<file path="src/rtl/uirq_pkg.sv">
package uirq_pkg;

    localparam int NSRC_DEF   = 13;
    localparam int ADDR_W_DEF = 8;
    localparam int DATA_W_DEF = 32;

    localparam logic [ADDR_W_DEF-1:0] OFS_SET  = 8'h08;
    localparam logic [ADDR_W_DEF-1:0] OFS_CLR  = 8'h0C;
    localparam logic [ADDR_W_DEF-1:0] OFS_MASK = 8'h10;
    localparam logic [ADDR_W_DEF-1:0] OFS_STAT = 8'h14;

    // Bit index of each event source
    typedef enum int {
        SRC_RX_TRIG   = 0,
        SRC_RX_EMPTY  = 1,
        SRC_RX_FULL   = 2,
        SRC_TX_EMPTY  = 3,
        SRC_TX_FULL   = 4,
        SRC_RX_OVR    = 5,
        SRC_FRAME_ERR = 6,
        SRC_PAR_ERR   = 7,
        SRC_RX_TMO    = 8,
        SRC_MODEM_CHG = 9,
        SRC_TX_TRIG   = 10,
        SRC_TX_NFULL  = 11,
        SRC_TX_OVR    = 12
    } src_idx_e;

    // Decoded write strobes for one bus cycle
    typedef struct packed {
        logic set_mask;
        logic clr_mask;
        logic clr_stat;
    } wr_strobe_t;

    function automatic logic addr_hit(input logic [ADDR_W_DEF-1:0] a,
                                      input logic [ADDR_W_DEF-1:0] ofs);
        return a == ofs;
    endfunction

endpackage

</file>
<file path="src/rtl/uirq_regdec.sv">
module uirq_regdec
    import uirq_pkg::*;
#(
    parameter int ADDR_W = ADDR_W_DEF
) (
    input  logic [ADDR_W-1:0] addr,
    input  logic              we,
    output wr_strobe_t        strb
);
    always_comb begin
        strb          = '0;
        strb.set_mask = we && addr_hit(addr, OFS_SET);
        strb.clr_mask = we && addr_hit(addr, OFS_CLR);
        strb.clr_stat = we && addr_hit(addr, OFS_STAT);
    end
endmodule

</file>
<file path="src/rtl/uirq_mask.sv">
module uirq_mask #(
    parameter int NSRC = 13
) (
    input  logic            clk,
    input  logic            rst,
    input  logic            set_en,
    input  logic            clr_en,
    input  logic [NSRC-1:0] bits,
    output logic [NSRC-1:0] mask
);
    logic [NSRC-1:0] set_v;
    logic [NSRC-1:0] clr_v;

    assign set_v = set_en ? bits : '0;
    assign clr_v = clr_en ? bits : '0;

    always_ff @(posedge clk) begin
        if (rst) mask <= '0;
        else     mask <= (mask | set_v) & ~clr_v;
    end
endmodule

</file>
<file path="src/rtl/uirq_status.sv">
module uirq_status #(
    parameter int NSRC = 13
) (
    input  logic            clk,
    input  logic            rst,
    input  logic            clr_en,
    input  logic [NSRC-1:0] clr_bits,
    input  logic [NSRC-1:0] evt,
    output logic [NSRC-1:0] stat
);
    for (genvar i = 0; i < NSRC; i++) begin : g_bit
        always_ff @(posedge clk) begin
            if (rst)
                stat[i] <= 1'b0;
            else if (evt[i])
                stat[i] <= 1'b1;          // a new event beats a clear
            else if (clr_en && clr_bits[i])
                stat[i] <= 1'b0;
        end
    end
endmodule

</file>
<file path="src/rtl/uirq_bank.sv">
module uirq_bank
    import uirq_pkg::*;
#(
    parameter int NSRC   = NSRC_DEF,
    parameter int ADDR_W = ADDR_W_DEF,
    parameter int DATA_W = DATA_W_DEF
) (
    input  logic              clk,
    input  logic              rst,
    input  logic [ADDR_W-1:0] bus_addr,
    input  logic              bus_we,
    input  logic [DATA_W-1:0] bus_wdata,
    output logic [DATA_W-1:0] bus_rdata,
    input  logic [NSRC-1:0]   evt_pulse,
    output logic              irq_out
);
    localparam int PAD_W = DATA_W - NSRC;

    wr_strobe_t      strb;
    logic [NSRC-1:0] wbits;
    logic [NSRC-1:0] mask_q;
    logic [NSRC-1:0] status_q;
    logic            unused_wdata_hi;

    assign wbits           = bus_wdata[NSRC-1:0];
    assign unused_wdata_hi = ^bus_wdata[DATA_W-1:NSRC];

    uirq_regdec #(.ADDR_W(ADDR_W)) u_dec (
        .addr (bus_addr),
        .we   (bus_we),
        .strb (strb)
    );

    uirq_mask #(.NSRC(NSRC)) u_mask (
        .clk    (clk),
        .rst    (rst),
        .set_en (strb.set_mask),
        .clr_en (strb.clr_mask),
        .bits   (wbits),
        .mask   (mask_q)
    );

    uirq_status #(.NSRC(NSRC)) u_stat (
        .clk      (clk),
        .rst      (rst),
        .clr_en   (strb.clr_stat),
        .clr_bits (wbits),
        .evt      (evt_pulse),
        .stat     (status_q)
    );

    always_ff @(posedge clk) begin
        if (rst) irq_out <= 1'b0;
        else     irq_out <= |(status_q & mask_q);
    end

    always_comb begin
        if (addr_hit(bus_addr, OFS_MASK))
            bus_rdata = {{PAD_W{1'b0}}, mask_q};
        else if (addr_hit(bus_addr, OFS_STAT))
            bus_rdata = {{PAD_W{1'b0}}, status_q};
        else
            bus_rdata = '0;
    end
endmodule

</file>
<file path="config.mk">
export PLATFORM = sky130hd
export DESIGN_NAME = uirq_bank
export DESIGN_NICKNAME = d
export VERILOG_FILES = /design/src/rtl/uirq_pkg.sv /design/src/rtl/uirq_regdec.sv /design/src/rtl/uirq_mask.sv /design/src/rtl/uirq_status.sv /design/src/rtl/uirq_bank.sv
export SDC_FILE = /design/constraint.sdc
export NUM_CORES = 1
export LEC_CHECK = 0
export ABC_AREA = 1
export CAP_MARGIN = 20
export CELL_PAD_IN_SITES_DETAIL_PLACEMENT = 1
export CELL_PAD_IN_SITES_GLOBAL_PLACEMENT = 1
export CORE_ASPECT_RATIO = 2
export CORE_MARGIN = 1
export CORE_UTILIZATION = 23
export CTS_BUF_LIST = sky130_fd_sc_hd__clkbuf_8 sky130_fd_sc_hd__clkbuf_16
export DETAILED_ROUTE_END_ITERATION = 8
export GPL_ROUTABILITY_DRIVEN = 0
export PLACE_DENSITY_LB_ADDON = 0.25
export SLEW_MARGIN = 40
export SYNTH_ARGS = -nofsm -noshare
export SYNTH_HDL_FRONTEND = slang
export SYNTH_SLANG_ARGS = --single-unit
</file>
<file path="constraint.sdc">
create_clock -name clk -period 1.02 [get_ports clk]
set_input_delay 0.153 -clock clk [delete_from_list [all_inputs] [get_ports clk]]
set_output_delay 0.153 -clock clk [all_outputs]
set_load 0.1 [all_outputs]
</file>
==> results_dict.tcl <==
set metrics [dict create \
    status "finished, violations left" \
    violations "setup timing" \
    path_clk_slew_ns 0.07 \
    cts_tree "yes" \
    clock.fmax_ghz 0.768 \
    wl_per_cell_um 15.2 \
    fin_skew_ns 0.00664 \
    drv_slew 0 \
    die_x_um 60.9 \
    crit_required_ns 0.87 \
    nets 377 \
    pwr-share-clk_pct 32.5 \
    worst_slack_ns -0.282 \
    syn-cell-area_um2 1600 \
    place_inst 386 \
    cp-endpoint "bus_rdata[6]" \
    areaGrowthSynthToFinish_pct 102 \
    setup_viol 32 \
    clock_latency_ns 0.27 \
    p_leak_nw 1.27 \
    seq_area_frac_synth_pct 33.9 \
    dr.pass1.iters 4 \
    period_minus_slack_ns 1.30 \
    grt_pass1_vias 2053 \
    port_buffers 50 \
    dp_hpwl_um 4040 \
    gr-total-overflow 0 \
    drcViolationCount 0 \
    arrival_ns 1.15 \
    sequentialPowerShare_pct 39.4 \
    avgSynthCellArea_um2 6.57 \
    htree_levels 1 \
    r2r_start "u_mask.mask[3]" \
    pwr-share-comb_pct 28.1 \
    stdcell_count 408 \
    startpoint "bus_addr[3]" \
    endpoint_kind "output pin" \
    die_area_um2 7300 \
    p_sw_uw 985 \
    rows 42 \
    path_common_cell "buf_12" \
    ios 89 \
    grt_pass1_wl_um 9930 \
    max_stage_delay_ns 0.20 \
    slowest_stage "buf_12" \
    cp_cell_sequence "buf_4 -> inv_2 -> nand2_2 -> nor2_4 -> buf_12 -> nand2_8 -> o22ai_4 -> buf_12" \
    intPower_mw 1.88 \
    cts_root_buf "clkbuf_16" \
    layout_commonest_cell "nand2_1" \
    cts.sinks 27 \
    ctsLongestPathBuffers 2 \
    drive_above_1_share_pct 42.5 \
    num-fill-cells 794 \
    hold_class "in2reg" \
    final-hold-violation-count 0 \
    peakVddDrop_uv 1010 \
    die_h_um 120 \
    rsz0062_at_grt "true" \
    wl_um 6210 \
    grt_antenna_before_repair 0 \
    avgViaCountPerCell 4.62 \
    post-route-util_pct 48.3 \
    regToRegSetupSlack_ns 0.06 \
    r2r_cells 4 \
    start_util_pct 23.9 \
    via_count 1886 \
    syn_inst 243 \
    grt.total_usage_pct 18.6 \
    fin_crit_sh_pct 128 \
    drv_cap 0 \
    start_kind "primary input" \
    yosysWarnings 0 \
    grt_max_degree 18 \
    diodes 0 \
    antenna_left 0 \
    cts_buffers 3 \
    ys_ff_latch 27 \
    crit_path_max_fanout 4 \
    regToRegEndpoint "irq_out" \
    coreArea_um2 6670 \
    tns_ns -5.24 \
    hold_path_depth 3 \
    drt-initial-drc-count 46 \
    p_sw_share_pct 34.4 \
    most-common-layout-cells "36 x nand2_1, 27 x clkdlybuf4s50_1, 25 x dfxtp_1" \
    crit_type "in2out" \
    power-per-cell-area_nw_per_um2 888 \
    synth.distinct_cells 20 \
]
[flip-flops by register name, summed over array words and instances (netlist names)]
| signal | count |
|---|---|
| u_mask.mask | 13 |
| irq_out | 1 |
| u_stat.stat | 13 |
[critical path, delay by kind of cell]
kind / cells / cell delay, ns
AOI/OAI and AO/OA: 1 / 0.18
buffers and inverters: 4 / 0.53
and+or+nand+nor: 3 / 0.28
[final cells by class]
cell class	instances	area [um^2]	share of cell area [%]
clock buffer	3	75.1	2.33
timing repair buffer	86	1090	33.7
sequential	27	543	16.8
inverter	25	119	3.69
tap	88	110	3.41
clock inverter	1	5.00	0.155
multi-input combinational	178	1280	39.9
[cell usage after synthesis]
master | number | share of area [%]
conb_1 | 1 | 0.23
nor2_1 | 14 | 3.3
inv_1 | 24 | 5.6
buf_2 | 5 | 1.6
nor2_4 | 3 | 2.1
dfxtp_1 | 27 | 34
inv_2 | 1 | 0.23
nor2_2 | 2 | 0.78
buf_6 | 1 | 0.71
o21ai_0 | 2 | 0.63
nand4_1 | 15 | 5.9
buf_4 | 20 | 9.4
nor3_1 | 2 | 0.63
o22ai_1 | 2 | 0.78
buf_1 | 1 | 0.23
a21oi_1 | 28 | 8.8
clkbuf_1 | 4 | 0.94
nand2_2 | 1 | 0.39
nand2_1 | 55 | 13
nand3_1 | 35 | 11
[metrics by stage]
| stage | hold slack [ns] | power, mW | setup WS, ns | area, um^2 |
|---|---|---|---|---|
| final | 0.428 | 2.86 | -0.282 | 3220 |
| after global routing | 0.432 | 2.99 | -0.328 | 3220 |
| after CTS | 0.430 | 2.83 | -0.330 | 3060 |
| after detailed placement | 0.468 | 1.84 | -0.754 | 2570 |
| after global placement | 0.450 | 1.83 | -0.736 | 2570 |
| after floorplan | 0.222 | 1.64 | -0.361 | 1850 |
[routing by layer]
| metal | wire length [um] | global-route usage [%] |
|---|---|---|
| met5 | 0 | 0 |
| met4 | 213 | 7.39 |
| met3 | 172 | 1.72 |
| met2 | 3650 | 35.2 |
| met1 | 2170 | 19.8 |
[cell families (layout without fill, tap and decap cells)]
logic type      Yosys count  in the layout  synth area share [%]
other cells               1             19                 0.235
buf+inv                  56            115                  18.7
flops                    27             27                  33.9
compound gates           32             32                  10.2
simple gates            127            127                  37.0
[repair_timing]
action	in CTS	in global routing
buffers inserted	17	6
endpoints found under the setup margin	39	32
gates cloned	2	2
resized for setup	91	37
pin swaps	25	22
hold buffers	0	0
[how the worst min path moves through the flow]
stage                        start              end  slack (ns)
floorplan                      rst   u_stat.stat[6]        0.22
global placement    u_stat.stat[6]   u_stat.stat[6]        0.45
detailed placement  u_stat.stat[4]   u_stat.stat[4]        0.47
CTS                  evt_pulse[10]  u_stat.stat[10]        0.43
global route         evt_pulse[11]  u_stat.stat[11]        0.43
finish                evt_pulse[8]   u_stat.stat[8]        0.43
[power by group through the flow]
stage	logic (mW)	registers, mW	clock network [mW]
after floorplan	0.509	1.14	0
after global placement	0.691	1.14	0
after detailed placement	0.697	1.15	0
after CTS	0.773	1.13	0.934
after global routing	0.850	1.13	1.01
final	0.804	1.13	0.930
(Power assumes the default switching activity.)
